===== src/rtl/cpu_pkg.sv =====
package cpu_pkg;
    parameter int unsigned DATA_W    = 4;
    parameter int unsigned REG_CNT   = 4;
    parameter int unsigned SEL_W     = $clog2(REG_CNT);
    parameter int unsigned PC_W      = 4;
    parameter int unsigned OPC_W     = 4;
    parameter int unsigned IMM_W     = 2;
    parameter int unsigned INSTR_W   = OPC_W + 2 * SEL_W;
    parameter int unsigned ROM_DEPTH = 1 << PC_W;

    typedef enum logic [OPC_W-1:0] {
        OPC_OR    = 4'h0,
        OPC_AND   = 4'h1,
        OPC_ADD   = 4'h2,
        OPC_SUB   = 4'h3,
        OPC_LDLO  = 4'h4,
        OPC_LDHI  = 4'h5,
        OPC_CMPEQ = 4'h6,
        OPC_BRF   = 4'h7,
        OPC_JMP   = 4'h8,
        OPC_STOP  = 4'hF
    } opcode_e;

    typedef enum logic [2:0] {
        ALU_OR, ALU_AND, ALU_ADD, ALU_SUB, ALU_PASS
    } alu_op_e;

    typedef enum logic [1:0] {
        SRC_REG, SRC_IMM_LO, SRC_IMM_HI, SRC_ZERO
    } src_sel_e;

    typedef enum logic {
        ST_RUN, ST_HALT
    } run_state_e;

    typedef struct packed {
        alu_op_e           alu_op;
        src_sel_e          src;
        logic              reg_we;
        logic              flag_we;
        logic              jmp;
        logic              brf;
        logic              stop;
        logic [SEL_W-1:0]  rd;
        logic [SEL_W-1:0]  rs;
        logic [IMM_W-1:0]  imm;
        logic [PC_W-1:0]   target;
    } ctrl_t;
endpackage


===== src/rtl/cpu_decode.sv =====
module cpu_decode
    import cpu_pkg::*;
(
    input  logic [INSTR_W-1:0] instr,
    output ctrl_t              ctrl
);
    localparam int unsigned OPC_LSB = INSTR_W - OPC_W;

    logic [OPC_W-1:0] opc;
    assign opc = instr[INSTR_W-1:OPC_LSB];

    always_comb begin
        ctrl         = '0;
        ctrl.alu_op  = ALU_OR;
        ctrl.src     = SRC_REG;
        ctrl.rd      = instr[2*SEL_W-1:SEL_W];
        ctrl.rs      = instr[SEL_W-1:0];
        ctrl.imm     = instr[IMM_W-1:0];
        ctrl.target  = instr[PC_W-1:0];
        unique case (opc)
            OPC_OR:    begin ctrl.alu_op = ALU_OR;   ctrl.reg_we = 1'b1; end
            OPC_AND:   begin ctrl.alu_op = ALU_AND;  ctrl.reg_we = 1'b1; end
            OPC_ADD:   begin ctrl.alu_op = ALU_ADD;  ctrl.reg_we = 1'b1; end
            OPC_SUB:   begin ctrl.alu_op = ALU_SUB;  ctrl.reg_we = 1'b1; end
            OPC_LDLO:  begin ctrl.alu_op = ALU_PASS; ctrl.src = SRC_IMM_LO; ctrl.reg_we = 1'b1; end
            OPC_LDHI:  begin ctrl.alu_op = ALU_PASS; ctrl.src = SRC_IMM_HI; ctrl.reg_we = 1'b1; end
            OPC_CMPEQ: ctrl.flag_we = 1'b1;
            OPC_BRF:   ctrl.brf     = 1'b1;
            OPC_JMP:   ctrl.jmp     = 1'b1;
            OPC_STOP:  ctrl.stop    = 1'b1;
            default:   ;
        endcase
    end
endmodule


===== src/rtl/cpu_alu.sv =====
module cpu_alu
    import cpu_pkg::*;
(
    input  alu_op_e           op,
    input  src_sel_e          src,
    input  logic [DATA_W-1:0] a,
    input  logic [DATA_W-1:0] b_reg,
    input  logic [IMM_W-1:0]  imm,
    output logic [DATA_W-1:0] y,
    output logic              eq
);
    localparam int unsigned KEEP_W = DATA_W - IMM_W;

    logic [DATA_W-1:0] b;

    // Four-way operand selector in front of the second ALU input
    always_comb begin
        unique case (src)
            SRC_REG:    b = b_reg;
            SRC_IMM_LO: b = {{KEEP_W{1'b0}}, imm};
            SRC_IMM_HI: b = {imm, a[KEEP_W-1:0]};
            default:    b = '0;
        endcase
    end

    always_comb begin
        unique case (op)
            ALU_OR:   y = a | b;
            ALU_AND:  y = a & b;
            ALU_ADD:  y = a + b;
            ALU_SUB:  y = a - b;
            default:  y = b;
        endcase
    end

    assign eq = (a == b_reg);
endmodule


===== src/rtl/cpu_regfile.sv =====
module cpu_regfile
    import cpu_pkg::*;
(
    input  logic              clk,
    input  logic              rst,
    input  logic              we,
    input  logic [SEL_W-1:0]  wsel,
    input  logic [DATA_W-1:0] wdata,
    input  logic [SEL_W-1:0]  rsel_a,
    input  logic [SEL_W-1:0]  rsel_b,
    input  logic [SEL_W-1:0]  rsel_dbg,
    output logic [DATA_W-1:0] rdata_a,
    output logic [DATA_W-1:0] rdata_b,
    output logic [DATA_W-1:0] rdata_dbg
);
    logic [DATA_W-1:0] word [REG_CNT];

    for (genvar g = 0; g < REG_CNT; g++) begin : g_reg
        logic [DATA_W-1:0] q;
        always_ff @(posedge clk) begin
            if (rst) begin
                q <= '0;
            end else if (we && (wsel == SEL_W'(g))) begin
                q <= wdata;
            end
        end
        assign word[g] = q;
    end

    assign rdata_a   = word[rsel_a];
    assign rdata_b   = word[rsel_b];
    assign rdata_dbg = word[rsel_dbg];
endmodule


===== src/rtl/tiny_cpu.sv =====
module tiny_cpu
    import cpu_pkg::*;
(
    input  logic               clk,
    input  logic               rst,
    input  logic               prog_we,
    input  logic [PC_W-1:0]    prog_addr,
    input  logic [INSTR_W-1:0] prog_data,
    input  logic [SEL_W-1:0]   dbg_sel,
    output logic [PC_W-1:0]    pc,
    output logic               halted,
    output logic [DATA_W-1:0]  dbg_data
);
    logic [INSTR_W-1:0] rom [ROM_DEPTH];
    logic [INSTR_W-1:0] instr_w;
    ctrl_t              ctrl;
    run_state_e         state_q, state_nx;
    logic [PC_W-1:0]    pc_q, pc_nx;
    logic               cond_q;
    logic               exec;
    logic [DATA_W-1:0]  opa, opb, alu_y;
    logic               alu_eq;

    // Program store: written only through the load port, never reset
    always_ff @(posedge clk) begin
        if (prog_we) begin
            rom[prog_addr] <= prog_data;
        end
    end
    assign instr_w = rom[pc_q];

    cpu_decode u_decode (
        .instr (instr_w),
        .ctrl  (ctrl)
    );

    assign exec = (state_q == ST_RUN);

    cpu_regfile u_regs (
        .clk       (clk),
        .rst       (rst),
        .we        (exec && ctrl.reg_we),
        .wsel      (ctrl.rd),
        .wdata     (alu_y),
        .rsel_a    (ctrl.rd),
        .rsel_b    (ctrl.rs),
        .rsel_dbg  (dbg_sel),
        .rdata_a   (opa),
        .rdata_b   (opb),
        .rdata_dbg (dbg_data)
    );

    cpu_alu u_alu (
        .op    (ctrl.alu_op),
        .src   (ctrl.src),
        .a     (opa),
        .b_reg (opb),
        .imm   (ctrl.imm),
        .y     (alu_y),
        .eq    (alu_eq)
    );

    // Next state
    always_comb begin
        state_nx = state_q;
        unique case (state_q)
            ST_RUN:  if (ctrl.stop) state_nx = ST_HALT;
            ST_HALT: state_nx = ST_HALT;
            default: state_nx = ST_RUN;
        endcase
    end

    // Next program counter
    always_comb begin
        pc_nx = pc_q + PC_W'(1);
        if (!exec || ctrl.stop) begin
            pc_nx = pc_q;
        end else if (ctrl.jmp || (ctrl.brf && cond_q)) begin
            pc_nx = ctrl.target;
        end
    end

    // State register
    always_ff @(posedge clk) begin
        if (rst) begin
            state_q <= ST_RUN;
        end else begin
            state_q <= state_nx;
        end
    end

    // Program counter and condition flag
    always_ff @(posedge clk) begin
        if (rst) begin
            pc_q   <= '0;
            cond_q <= 1'b0;
        end else begin
            pc_q <= pc_nx;
            if (exec && ctrl.flag_we) begin
                cond_q <= alu_eq;
            end
        end
    end

    // Outputs
    always_comb begin
        pc     = pc_q;
        halted = (state_q == ST_HALT);
    end
endmodule


===== config.mk =====
export PLATFORM = sky130hd
export DESIGN_NAME = tiny_cpu
export DESIGN_NICKNAME = d
export VERILOG_FILES = /design/src/rtl/cpu_pkg.sv /design/src/rtl/cpu_decode.sv /design/src/rtl/cpu_alu.sv /design/src/rtl/cpu_regfile.sv /design/src/rtl/tiny_cpu.sv
export SDC_FILE = /design/constraint.sdc
export NUM_CORES = 1
export LEC_CHECK = 0
export BUFFER_PORTS_ARGS = -buffer_cell sky130_fd_sc_hd__buf_4
export CORE_UTILIZATION = 36
export CTS_CLUSTER_SIZE = 28
export DETAILED_ROUTE_END_ITERATION = 8
export GPL_ROUTABILITY_DRIVEN = 0
export GPL_TIMING_DRIVEN = 0
export HOLD_SLACK_MARGIN = 0.02
export PLACE_DENSITY = 0.51
export SYNTH_ARGS = -nofsm -noshare
export SYNTH_HDL_FRONTEND = slang
export SYNTH_HIERARCHICAL = 1
export SYNTH_SLANG_ARGS = --single-unit

===== constraint.sdc =====
create_clock -name clk -period 4.4 [get_ports clk]
set_clock_uncertainty 0.05 [all_clocks]
set_input_delay 0.88 -clock clk [delete_from_list [all_inputs] [get_ports clk]]
set_output_delay 0.88 -clock clk [all_outputs]
set_load 0.05 [all_outputs]

# Word level (Yosys, flattened, before mapping)
# Memories as Yosys holds them, arrays and structs flattened. A register that Yosys moved wholly into a read port is not among the register bits.
# Index checks and enable logic that the tools add are counted.
[op_classes]
n_addsub = 3
n_lt_le_gt_ge = 3
n_eq_ne = 18
n_mux = 25
bitwise_logic = 6
n_reduce_logical = 15
[ops]
columns = ["op", "n"]
rows = [
  ["4-bit two-way mux", 9],
  ["4-bit binary-select mux with 2-bit select", 3],
  ["4-bit by 3-bit equality test with 1-bit output (second input constant)", 4],
  ["4-bit case mux with 4 select lines", 1],
  ["3-bit case mux with 4 select lines", 1],
  ["4-bit case mux with 3 select lines", 1],
  ["3-bit >= comparator (second input constant)", 3],
  ["2-bit inverter with 3-bit output", 3],
  ["4-bit by 2-bit equality test with 1-bit output (second input constant)", 2],
  ["4-bit equality test (second input constant)", 2],
  ["1-bit two-way mux", 8],
  ["1-bit logical AND", 7],
  ["2-bit equality test (second input constant)", 3],
  ["3-bit by 2-bit equality test with 1-bit output (second input constant)", 2],
  ["6-bit OR reduction", 1],
  ["4-bit by 1-bit adder with 4-bit output (second input constant)", 1],
  ["4-bit adder", 1],
  ["4-bit AND", 1],
  ["2-bit by 1-bit equality test with 1-bit output (second input constant)", 2],
  ["4-bit by 1-bit equality test with 1-bit output (second input constant)", 1],
  ["4-bit equality test", 1],
  ["2-bit logical NOT", 2],
  ["4-bit logical NOT", 1],
  ["4-bit bitwise OR", 1],
  ["8 further kinds", 9],
]
[totals]
regBits = 22
mem_bits_rw = 128
in_bits = 17
out_inout_bits = 9
elab_cells = 78
mem_count = 1
[memory_table]
columns = ["memory", "words", "width", "read_ports", "rd_clocked_by_memory_dff", "write_ports", "line_no", "text"]
rows = [
  ["rom", 16, 8, 1, 1, 1, "tiny_cpu.sv:14", "logic [INSTR_W-1:0] rom [ROM_DEPTH];"],
]

# Longest topological paths before layout
# Gate-level depths: netlist (run 1).
[logic_depth]
word_depth = 7
depth_mapped = 22
mapped_depth_nobuf = 18

# Modules after synthesis
# Netlist (run 1), hierarchy kept.
[by_module_without_submodules]
columns = ["module", "instances", "cells_per_inst", "area_each_um2", "seq_area_each_um2"]
rows = [
  ["tiny_cpu", 1, 259, 5371.4, 4043.9],
  ["cpu_regfile", 1, 72, 933.4, 320.3],
  ["cpu_alu", 1, 72, 505.5, 0.0],
  ["cpu_decode", 1, 22, 200.2, 0.0],
]

# Least setup slack after synthesis (run 1)
# Ideal clock, no wire load.
[synth_timing]
path_kind = "reg-to-reg"
start = "register with a tool-made name"
end = "register u_regs.g_reg[1].q[3]"
setup_ns = 0.126
t_arrival_ns = 4.168
required_ns = 4.224
path_slack_ns = 0.056
stages_incl_launch_ff = 23
path_buffers = 4
period_less_slack_ns = 4.344
cell_sequence = "dfxtp_1 buf_6 buf_4 mux4_2 a22oi_1 nand2_1 buf_2 nor4b_2 clkbuf_1 nand3b_1 o21a_1 ha_1 nand2_1 o21ai_0 inv_1 ha_1 and3b_1 o32a_2 a32oi_1 xor2_1 a221o_2 nand2b_1 mux2i_1"
[synth_lines]
columns = ["element", "line_no", "text"]
rows = [
  ["end signal, assigned", "cpu_regfile.sv:24", "q <= wdata;"],
  ["end, declared", "cpu_regfile.sv:19", "logic [DATA_W-1:0] q;"],
]

==> metrics.txt, run 1 <==
Final ANT Viol Nets 0; prevailing post-synth register cell edfxtp_1; period utilisation layout 1.00; Comb power frac 0.447; pin count of the biggest net entering global routing 17; Iteration-0 DRC Markers 273; number of global-route vias before repair 4073; leakage power 3.03 nW; routed len/inst 20.7 um; Port Buffers 25; Setup violations, final 0; Post-layout nets 527; met2 WL post-DR 7730 um; num rows 50; CP Class flip-flop to flip-flop; FF+latch count, synth 154; TritonCTS buffer count 17; switching power 1.91 mW; core outline area 18900 um^2; max-cap violations 0; fin util 0.460; Crit Path Max Fanout 7; wl on met1 7450 um; Net Sw Frac 0.329; worst slew pin tran 0.904 ns; commonest non-fill, non-tap cells in the layout edfxtp_1, buf_4, mux4_2; final hold vios 0; Hold Path Class flip-flop to flip-flop; Initial Util 0.371; fin. max-slew vios 0; mapped cell area 7010 um^2; Bufs on Longest Clock Path 2; Critical Path Source Type flip-flop; ANT cells 0; max_slew headroom 0.395; commonest non-fill, non-tap cell in the layout edfxtp_1; Max Clk Rate 227 MHz; Syn Nets 450; Via-to-Cell Ratio 5.16; final instance area 8690 um^2; Tmin final 4.40 ns; Avg Cell Area, Syn 16.5 um^2; Die H 142 um; hold buffer count at CTS 0; met3 WL post-DR 644 um; sequential power share 0.299; Post-Syn Instances 425; maximum vdd ir drop 0.342 mV; Total Wirelength 16000 um; Worst-path clk slew 0.06 ns; clk sinks 154; RSZ-0062 raised after global routing yes; CTS tree yes; die span in x 142 um; outcome complete, no violations; initial antenna violation count 0; Netlist cell types 51; DR vias 4000; Clk pwr share 0.254; P_int 3.90 mW; uppermost layer routed met4; drt pass-1 iters 6; Post-synth EDFFs 128; first-pass GRT wire length 24400 um; Power Density 668 nW/um^2; total gr overflow 0; Die Footprint 20000 um^2; gr usage total 0.171; Syn-to-layout area delta 23.9%; sequential fraction of the synthesis area 0.623; clk_lat worst skew 0.42 ns; ys async rst share 0; layout cells sized above 1 0.394; DP HPWL 10300 um; DRC errors left 0; Critical Path End Type flip-flop; Worst EP required 4.65 ns; placed inst area 7530 um^2; Ys Warns 6; H-tree levels 4; # IOs 26; arrival time worst endpoint 4.65 ns; Root Buffer clkbuf_16
[through the flow]
| step | hold WS, ns | setup TNS, ns | setup slack, ns | cells | total power [mW] |
|---|---|---|---|---|---|
| 2_1_floorplan | 0.411 | 0 | 0.0564 | 425 | 3.23 |
| 3_3_place_gp | 0.432 | -5.03 | -0.669 | 710 | 3.69 |
| 3_5_place_dp | 0.443 | -5.46 | -0.703 | 711 | 3.71 |
| 4_1_cts | 0.457 | -0.571 | -0.147 | 765 | 5.64 |
| 5_1_grt | 0.483 | -1.46 | -0.208 | 775 | 6.12 |
| 6_report | 0.455 | 0 | 0.000470 | 775 | 5.81 |
[timing repair]
item / CTS / global route
resized for setup: 51 / 32
pin swaps: 22 / 19
buffers inserted: 19 / 11
setup endpoints to repair: 12 / 12
cloned: 3 / 1
[worst max-delay path, cell delays in order (launching register included)]
cell,delay [ns]
dfxtp_2,0.34
buf_12,0.15
buf_12,0.12
buf_16,0.12
mux4_2,0.50
a22oi_1,0.24
nand2_2,0.16
nor4bb_4,0.20
buf_6,0.13
buf_4,0.12
nand3b_1,0.14
o21a_2,0.15
ha_4,0.17
a21oi_4,0.15
xnor2_2,0.15
ha_4,0.23
and3b_1,0.16
o32a_2,0.18
a32oi_2,0.18
xor2_1,0.10
a221o_2,0.37
nand2b_4,0.09
mux2i_1,0.07
[power groups by stage]
stage / sequential (mW) / clock, mW / combinational (mW)
6_report: 1.74 / 1.47 / 2.60
5_1_grt: 1.75 / 1.56 / 2.80
4_1_cts: 1.73 / 1.50 / 2.40
3_5_place_dp: 1.76 / 0 / 1.95
3_3_place_gp: 1.76 / 0 / 1.93
2_1_floorplan: 1.80 / 0 / 1.43
[routing by layer]
layer / vias to the layer above / GRT usage
li1: 1831 / -
met1: 2073 / 0.232
met2: 81 / 0.270
met3: 15 / 0.0402
met4: 0 / 0.0589
met5: - / 0
[cells in the mapped netlist (2+ instances only)]
cell	n	area (um^2)
nor3b_2	2	25.0
mux4_1	14	368
xnor2_1	2	17.5
buf_6	5	56.3
nand3_1	3	15.0
o21ai_0	9	45.0
clkdlybuf4s25_2	3	30.0
a31oi_1	3	18.8
o22ai_1	2	12.5
nand3b_1	6	45.0
xor2_1	5	43.8
or3_1	3	18.8
buf_2	5	25.0
a22oi_1	17	128
mux2i_1	25	250
nor3_1	5	25.0
nor4b_2	2	30.0
nor2b_1	7	43.8
clkbuf_1	6	22.5
o21a_1	2	15.0
and4b_1	2	20.0
nand2_1	14	52.6
a21oi_1	7	35.0
inv_1	11	41.3
nand2b_1	22	138
dfxtp_1	26	521
nor2_1	19	71.3
edfxtp_1	128	3840
buf_4	11	82.6
a211oi_1	3	22.5
mux4_2	30	676
ha_1	7	87.6
[cell type report]
cell class	instances	area (um^2)
multi-input cells	230	2580
fillers	1716	10200
well taps	260	325
repair buffers	60	517
clock buffers	18	429
clock inverters	14	168
flip-flops and latches	154	4370
inverters	11	41.3
plain buffers	28	264
[cells by family (layout without fill, tap and decap cells)]
kind of cell             count (synthesis)  after routing  synth area share
flip-flops                             154            154             0.623
AND/OR/NAND/NOR                         97             97            0.0844
multiplexers                            69             69             0.185
AO/OA/AOI/OAI                           49             49            0.0477
buffers and inverters                   41            131            0.0368
adder cells (fa/ha/maj)                  8              8            0.0153
XOR/XNOR                                 7              7           0.00875
[final timing paths]
| path | startpoint | slack [ns] | endpoint | depth (start not counted) |
|---|---|---|---|---|
| worst min register to register | u_regs/g_reg[0].q[2] | 0.46 | u_regs/g_reg[0].q[2] | 2 |
| worst min-delay path | u_regs/g_reg[0].q[2] | 0.46 | u_regs/g_reg[0].q[2] | 2 |
| worst max register to register | flip-flop | 0.0005 | u_regs/g_reg[3].q[3] | 22 |
| worst max-delay path | flip-flop | 0.0005 | u_regs/g_reg[3].q[3] | 22 |
[state kept, by name, indices dropped and copies added, names as in the netlist, named ones only]
name and flops:
rom 128, halted 1, u_regs/g.q 16, cond_q 1, pc 4
Note: power is estimated with default switching activity, not from simulation.
==> inputs of run 2 (changes only) <==
--- a/config.mk
+++ b/config.mk
@@ -6,6 +6,7 @@
 export NUM_CORES = 1
 export LEC_CHECK = 0
 export BUFFER_PORTS_ARGS = -buffer_cell sky130_fd_sc_hd__buf_4
+export CORE_ASPECT_RATIO = 1.5
 export CORE_UTILIZATION = 36
 export CTS_CLUSTER_SIZE = 28
 export DETAILED_ROUTE_END_ITERATION = 8
==> run 2 against run 1 <==
The run now ends with setup timing left. Register-to-register slack got worse by 0.09 ns. Die area about the same. Critical path depth stayed put. Count of clock-buffer cells in the layout down 1.
==> metrics.txt, run 2 (synthesis gave the netlist of run 1 again) <==
TritonCTS buffer count 17 (unchanged); Crit Path Max Fanout 8 (was 7); storage element area 4370 um^2 (unchanged); hold path start u_regs/g_reg[0].q[0] (was u_regs/g_reg[0].q[2]); sequential power share 0.293 (was 0.299); Clk pwr share 0.245 (was 0.254); Post-layout nets 540 (was 527); Die H 173 um (was 142 um); Worst-path clk slew 0.06 ns (about the same); switching power 1.97 mW (was 1.91 mW); max reg flops 128 (unchanged); core outline area 19100 um^2 (was 18900 um^2); Worst EP required 4.65 ns (about the same); clk sinks 154 (unchanged); clk_lat worst skew 0.43 ns (was 0.42 ns); max_slew headroom 0.121 (was 0.395); CP Class flip-flop to flip-flop (unchanged); outcome finished, violations left (was complete, no violations); CP cell instances buf_12 > buf_12 > buf_4 > mux4_2 > a22oi_2 > nand2_2 > buf_6 > mux4_2 > mux2i_1 > o21a_2 > ha_4 > nand2_2 > o21ai_4 > inv_1 > ha_4 > and3b_1 > o32a_2 > a32oi_2 > xor2_1 > a221o_2 > nand2b_4 > mux2i_1 (was buf_12 > buf_12 > buf_16 > mux4_2 > a22oi_1 > nand2_2 > nor4bb_4 > buf_6 > buf_4 > nand3b_1 > o21a_2 > ha_4 > a21oi_4 > xnor2_2 > ha_4 > and3b_1 > o32a_2 > a32oi_2 > xor2_1 > a221o_2 > nand2b_4 > mux2i_1); P_int 3.97 mW (was 3.90 mW); CTS tree yes (unchanged); routed len/inst 21.0 um (was 20.7 um); Total Wirelength 16400 um (was 16000 um); slowest CP cell mux4_2 (unchanged); worst hold stages 2 (unchanged); DP HPWL 10800 um (was 10300 um); gr usage total 0.175 (was 0.171); drt pass-1 iters 5 (was 6); Bufs on Longest Clock Path 2 (unchanged); Max Clk Rate 223 MHz (was 227 MHz); Tmin final 4.49 ns (was 4.40 ns); final instance area 8740 um^2 (was 8690 um^2); placed inst area 7520 um^2 (was 7530 um^2); fin. max-slew vios 0 (unchanged); R2R Path End u_regs/g_reg[1].q[3] (was u_regs/g_reg[3].q[3]); Comb power frac 0.462 (was 0.447); H-tree levels 4 (unchanged); total gr overflow 0 (unchanged); footprint of the multi-input gates 2530 um^2 (was 2580 um^2); max-cap violations 0 (unchanged); Hold Path Class flip-flop to flip-flop (unchanged); commonest non-fill, non-tap cells in the layout edfxtp_1, buf_4, mux4_2 (unchanged); final hold vios 0 (unchanged); Port Buffers 25 (unchanged); RSZ-0062 raised after global routing yes (unchanged); num rows 62 (was 50); Net Sw Frac 0.332 (was 0.329); Reg2Reg Setup Slack -0.09 ns (was 0.0005 ns); leakage power 3.09 nW (was 3.03 nW); maximum vdd ir drop 0.324 mV (was 0.342 mV); failing checks setup timing; Die Footprint 20000 um^2 (about the same); Syn-to-layout area delta 24.7% (was 23.9%); layout cells sized above 1 0.393 (was 0.394); Hold Path End u_regs/g_reg[0].q[0] (was u_regs/g_reg[0].q[2]); Power Density 680 nW/um^2 (was 668 nW/um^2); Setup violations, final 4 (was 0); DR vias 4044 (was 4000); worst slew pin tran 1.31 ns (was 0.904 ns); number of global-route vias before repair 4287 (was 4073); die span in x 116 um (was 142 um); Final ANT Viol Nets 0 (unchanged); Root Buffer clkbuf_16 (unchanged); first-pass GRT wire length 24900 um (was 24400 um); initial antenna violation count 0 (unchanged); ANT cells 0 (unchanged); Critical Path Source Type flip-flop (unchanged); Filler Cell Count 1715 (was 1716); Critical Path End Type flip-flop (unchanged); Largest Register rom (unchanged); setup TNS -0.341 ns (was 0 ns); commonest non-fill, non-tap cell in the layout edfxtp_1 (unchanged); Initial Util 0.367 (was 0.371); Via-to-Cell Ratio 5.16 (about the same); Iteration-0 DRC Markers 228 (was 273); DRC errors left 0 (unchanged); # IOs 26 (unchanged); arrival time worst endpoint 4.74 ns (was 4.65 ns); period utilisation layout 1.02 (was 1.00); total chip power 5.94 mW (was 5.81 mW); slowest stage delay, CP 0.52 ns (was 0.50 ns); Final WS setup -0.0935 ns (was 0.000470 ns); FF-to-FF path depth 22 (unchanged); pin count of the biggest net entering global routing 17 (unchanged)
==> run 2: worst max-delay path by stage <==
stage,startpoint,end,slack (ns),cells after the start
floorplan,flip-flop,u_regs/g_reg[1].q[3],0.06,22
global placement,flip-flop,u_regs/g_reg[3].q[3],-0.74,21
detailed placement,flip-flop,u_regs/g_reg[1].q[3],-0.81,21
CTS,flip-flop,u_regs/g_reg[1].q[3],-0.14,22
global route,flip-flop,u_regs/g_reg[1].q[3],-0.29,21
finish,flip-flop,u_regs/g_reg[1].q[3],-0.09,22
==> run 2: timing repair <==
| item | 4_1_cts | 5_1_grt |
|---|---|---|
| gates cloned | 2 | 0 |
| gates resized for setup | 73 | 7 |
| setup endpoints to repair | 12 | 14 |
| hold buffers | 0 | 0 |
| buffers inserted | 42 | 5 |
| pin swaps | 30 | 17 |
| hold endpoints to repair | 0 | 0 |
==> run 2: per-layer routing <==
metal | vias up | track usage | share of wire
met5 | - | 0 | 0
met4 | 0 | 0.0630 | 0.021
met3 | 21 | 0.0329 | 0.030
met2 | 86 | 0.329 | 0.58
met1 | 2083 | 0.191 | 0.37
li1 | 1854 | - | -
==> run 2: area by class of cell <==
type / instances / area share
buffer: 28 / 0.0313
timing repair buffer: 73 / 0.0720
clock inverter: 14 / 0.0183
inverter: 11 / 0.00472
tap: 256 / 0.0366
multi-input combinational: 230 / 0.289
sequential: 154 / 0.499
clock buffer: 17 / 0.0487
==> run 2: power groups by stage <==
stage | clock network (mW) | logic [mW] | registers, mW
floorplan | 0 | 1.43 | 1.80
global placement | 0 | 1.94 | 1.76
detailed placement | 0 | 1.96 | 1.77
CTS | 1.48 | 2.66 | 1.74
global route | 1.54 | 2.93 | 1.75
finish | 1.45 | 2.75 | 1.74
==> run 2: stage by stage <==
step           setup WS [ns]  instances  utilization  hold slack [ns]
6_report             -0.0935        783        0.458            0.458
3_3_place_gp          -0.743        706        0.394            0.436
5_1_grt               -0.289        783        0.458            0.476
2_1_floorplan         0.0564        425            -            0.411
4_1_cts               -0.141        779        0.454            0.460
3_5_place_dp          -0.812        706        0.394            0.449
==> run 2: worst max-delay path, delay by kind of cell (launching register included) <==
family	cells	cell delay [ns]
AO/OA/AOI/OAI	6	1.26
XOR/XNOR	1	0.11
adder cells (fa/ha/maj)	2	0.41
buffers and inverters	5	0.62
flip-flops	1	0.34
multiplexers	4	1.07
AND/OR/NAND/NOR	4	0.47
==> inputs of run 3 (changes only) <==
--- a/config.mk
+++ b/config.mk
@@ -8,12 +8,14 @@
 export BUFFER_PORTS_ARGS = -buffer_cell sky130_fd_sc_hd__buf_4
 export CORE_ASPECT_RATIO = 1.5
 export CORE_UTILIZATION = 36
+export CTS_BUF_LIST = sky130_fd_sc_hd__clkbuf_16
 export CTS_CLUSTER_SIZE = 28
 export DETAILED_ROUTE_END_ITERATION = 8
 export GPL_ROUTABILITY_DRIVEN = 0
 export GPL_TIMING_DRIVEN = 0
 export HOLD_SLACK_MARGIN = 0.02
 export PLACE_DENSITY = 0.51
+export SETUP_SLACK_MARGIN = 0.02
 export SYNTH_ARGS = -nofsm -noshare
 export SYNTH_HDL_FRONTEND = slang
 export SYNTH_HIERARCHICAL = 1
==> run 3 against run 2 <==
The flow still finishes with violations (setup timing). Cell count is the same. Clock power is essentially flat. Via count is essentially flat. Fmax grew 0.38%. Critical path type unchanged. Critical endpoint unchanged. Largest power group unchanged.
==> metrics.txt, run 3 (synthesis gave the netlist of run 1 again) <==
outcome finished, violations left (unchanged); failing checks setup timing (unchanged); Worst-path clk slew 0.06 ns (about the same); Bufs on Longest Clock Path 2 (unchanged); Initial Util 0.367 (unchanged); layout cells sized above 1 0.393 (unchanged); TritonCTS buffer count 17 (unchanged); fin. max-slew vios 0 (unchanged); sequential power share 0.292 (was 0.293); slowest CP cell mux4_2 (unchanged); max reg flops 128 (unchanged); Final WS setup -0.0765 ns (was -0.0935 ns); Max Clk Rate 223 MHz (about the same); num rows 62 (unchanged); DP HPWL 10800 um (unchanged); fin util 0.458 (about the same); Crit Path Max Fanout 6 (was 8); clk_lat worst skew 0.43 ns (about the same); Comb power frac 0.463 (was 0.462); number of global-route vias before repair 4294 (was 4287); max-cap violations 0 (unchanged); Critical Path Source Type flip-flop (unchanged); maximum vdd ir drop 0.328 mV (was 0.324 mV); placed inst area 7520 um^2 (unchanged); final hold slack 0.457 ns (was 0.458 ns); # IOs 26 (unchanged); final hold vios 0 (unchanged); Die Footprint 20000 um^2 (unchanged); Via-to-Cell Ratio 5.17 (was 5.16); die span in x 116 um (unchanged); Post-layout nets 540 (unchanged); Port Buffers 25 (unchanged); Total Wirelength 16500 um (was 16400 um); Final ANT Viol Nets 0 (unchanged); Syn-to-layout area delta 24.8% (was 24.7%); pin count of the biggest net entering global routing 17 (unchanged); Worst EP required 4.65 ns (about the same); max_slew headroom 0.118 (was 0.121); Critical Path End Type flip-flop (unchanged); Tmin final 4.48 ns (was 4.49 ns); switching power 1.97 mW (about the same); routed len/inst 21.0 um (about the same); total gr overflow 0 (unchanged); CP Buf/Inv Count 5 (unchanged); Root Buffer clkbuf_16 (unchanged); setup TNS -0.270 ns (was -0.341 ns); Top Family by Delay on Critical Path compound AO/OA/AOI/OAI gates (unchanged); Setup Slack @ Placement -0.812 ns (unchanged); DRC errors left 0 (unchanged); Hold Path Class flip-flop to flip-flop (unchanged); Die H 173 um (unchanged); total chip power 5.95 mW (was 5.94 mW); worst slew pin tran 1.31 ns (about the same); CP Class flip-flop to flip-flop (unchanged); gr usage total 0.176 (was 0.175); Setup violations, final 4 (unchanged); P_int 3.98 mW (was 3.97 mW); drt pass-1 iters 5 (unchanged); final instance area 8750 um^2 (was 8740 um^2); initial antenna violation count 0 (unchanged); commonest non-fill, non-tap cell in the layout edfxtp_1 (unchanged); Iteration-0 DRC Markers 230 (was 228); CTS tree yes (unchanged); first-pass GRT wire length 25000 um (was 24900 um); slowest stage delay, CP 0.50 ns (was 0.52 ns); period utilisation layout 1.02 (about the same); non-filler cells in the finished layout 783 (unchanged); H-tree levels 4 (unchanged); leakage power 3.09 nW (about the same); RSZ-0062 raised after global routing yes (unchanged); core outline area 19100 um^2 (unchanged); Clk pwr share 0.245 (about the same); commonest non-fill, non-tap cells in the layout edfxtp_1, buf_4, mux4_2 (unchanged); clk sinks 154 (unchanged); ANT cells 0 (unchanged); Largest Register rom (unchanged); CP cell instances buf_12 > buf_12 > buf_16 > mux4_2 > a22oi_2 > nand2_2 > buf_6 > mux4_2 > mux2i_1 > o21a_2 > ha_4 > nand2_2 > o21ai_4 > inv_1 > ha_4 > and3b_1 > o32a_2 > a32oi_2 > xor2_1 > a221o_2 > nand2b_4 > mux2i_1 (was buf_12 > buf_12 > buf_4 > mux4_2 > a22oi_2 > nand2_2 > buf_6 > mux4_2 > mux2i_1 > o21a_2 > ha_4 > nand2_2 > o21ai_4 > inv_1 > ha_4 > and3b_1 > o32a_2 > a32oi_2 > xor2_1 > a221o_2 > nand2b_4 > mux2i_1); DR vias 4046 (was 4044); Net Sw Frac 0.332 (about the same); Power Density 680 nW/um^2 (about the same); placed cells 706 (unchanged); arrival time worst endpoint 4.72 ns (was 4.74 ns)
run 3: cell count changes in the layout (fill, tap and decap cells not counted):
cell / delta
buf_4: -2
buf_6: +2
run 3: repair_timing:
| action | 4_1_cts | 5_1_grt |
|---|---|---|
| pin swaps | 30 | 17 |
| gates resized for setup | 74 | 8 |
| setup endpoints to repair | 12 | 14 |
| endpoints found under the hold margin | 0 | 0 |
| buffers inserted | 42 | 6 |
| gates cloned | 2 | 0 |
| hold buffers | 0 | 0 |
run 3: path summary, 6_finish.rpt:
kind	from	to	slack, ns	cells after the start
setup / recovery	flip-flop	u_regs/g_reg[1].q[3]	-0.08	22
hold / removal	u_regs/g_reg[3].q[0]	u_regs/g_reg[3].q[0]	0.46	2
setup reg to reg	flip-flop	u_regs/g_reg[1].q[3]	-0.08	22
hold reg to reg	u_regs/g_reg[3].q[0]	u_regs/g_reg[3].q[0]	0.46	2
run 3: worst reg2reg max path: cells and delay by family, from the launching register on:
kind | cells | cell delay, ns
AOI/OAI and AO/OA | 6 | 1.29
buffers and inverters | 5 | 0.60
and+or+nand+nor | 4 | 0.47
adders and majority gates | 2 | 0.41
muxes | 4 | 1.06
DFF | 1 | 0.34
xor gates and xnor gates | 1 | 0.11
run 3: final cells by class:
cell class	instances	area (um^2)
Clock inverter	14	160
Multi-Input combinational cell	230	2530
Inverter	11	41.3
Tap cell	256	320
Sequential cell	154	4370
Fill cell	1717	10300
Clock buffer	17	425
Buffer	28	274
Timing Repair Buffer	73	637
run 3: power by group through the flow:
stage / logic [mW] / registers [mW] / clock network, mW
2_1_floorplan: 1.43 / 1.80 / 0
5_1_grt: 2.95 / 1.75 / 1.54
3_3_place_gp: 1.94 / 1.76 / 0
6_report: 2.76 / 1.74 / 1.46
4_1_cts: 2.67 / 1.74 / 1.48
3_5_place_dp: 1.96 / 1.77 / 0
run 3: per-layer routing:
| layer | track usage | share of wire |
|---|---|---|
| met1 | 0.192 | 0.38 |
| met2 | 0.330 | 0.58 |
| met3 | 0.0319 | 0.028 |
| met4 | 0.0630 | 0.018 |
| met5 | 0 | 0 |
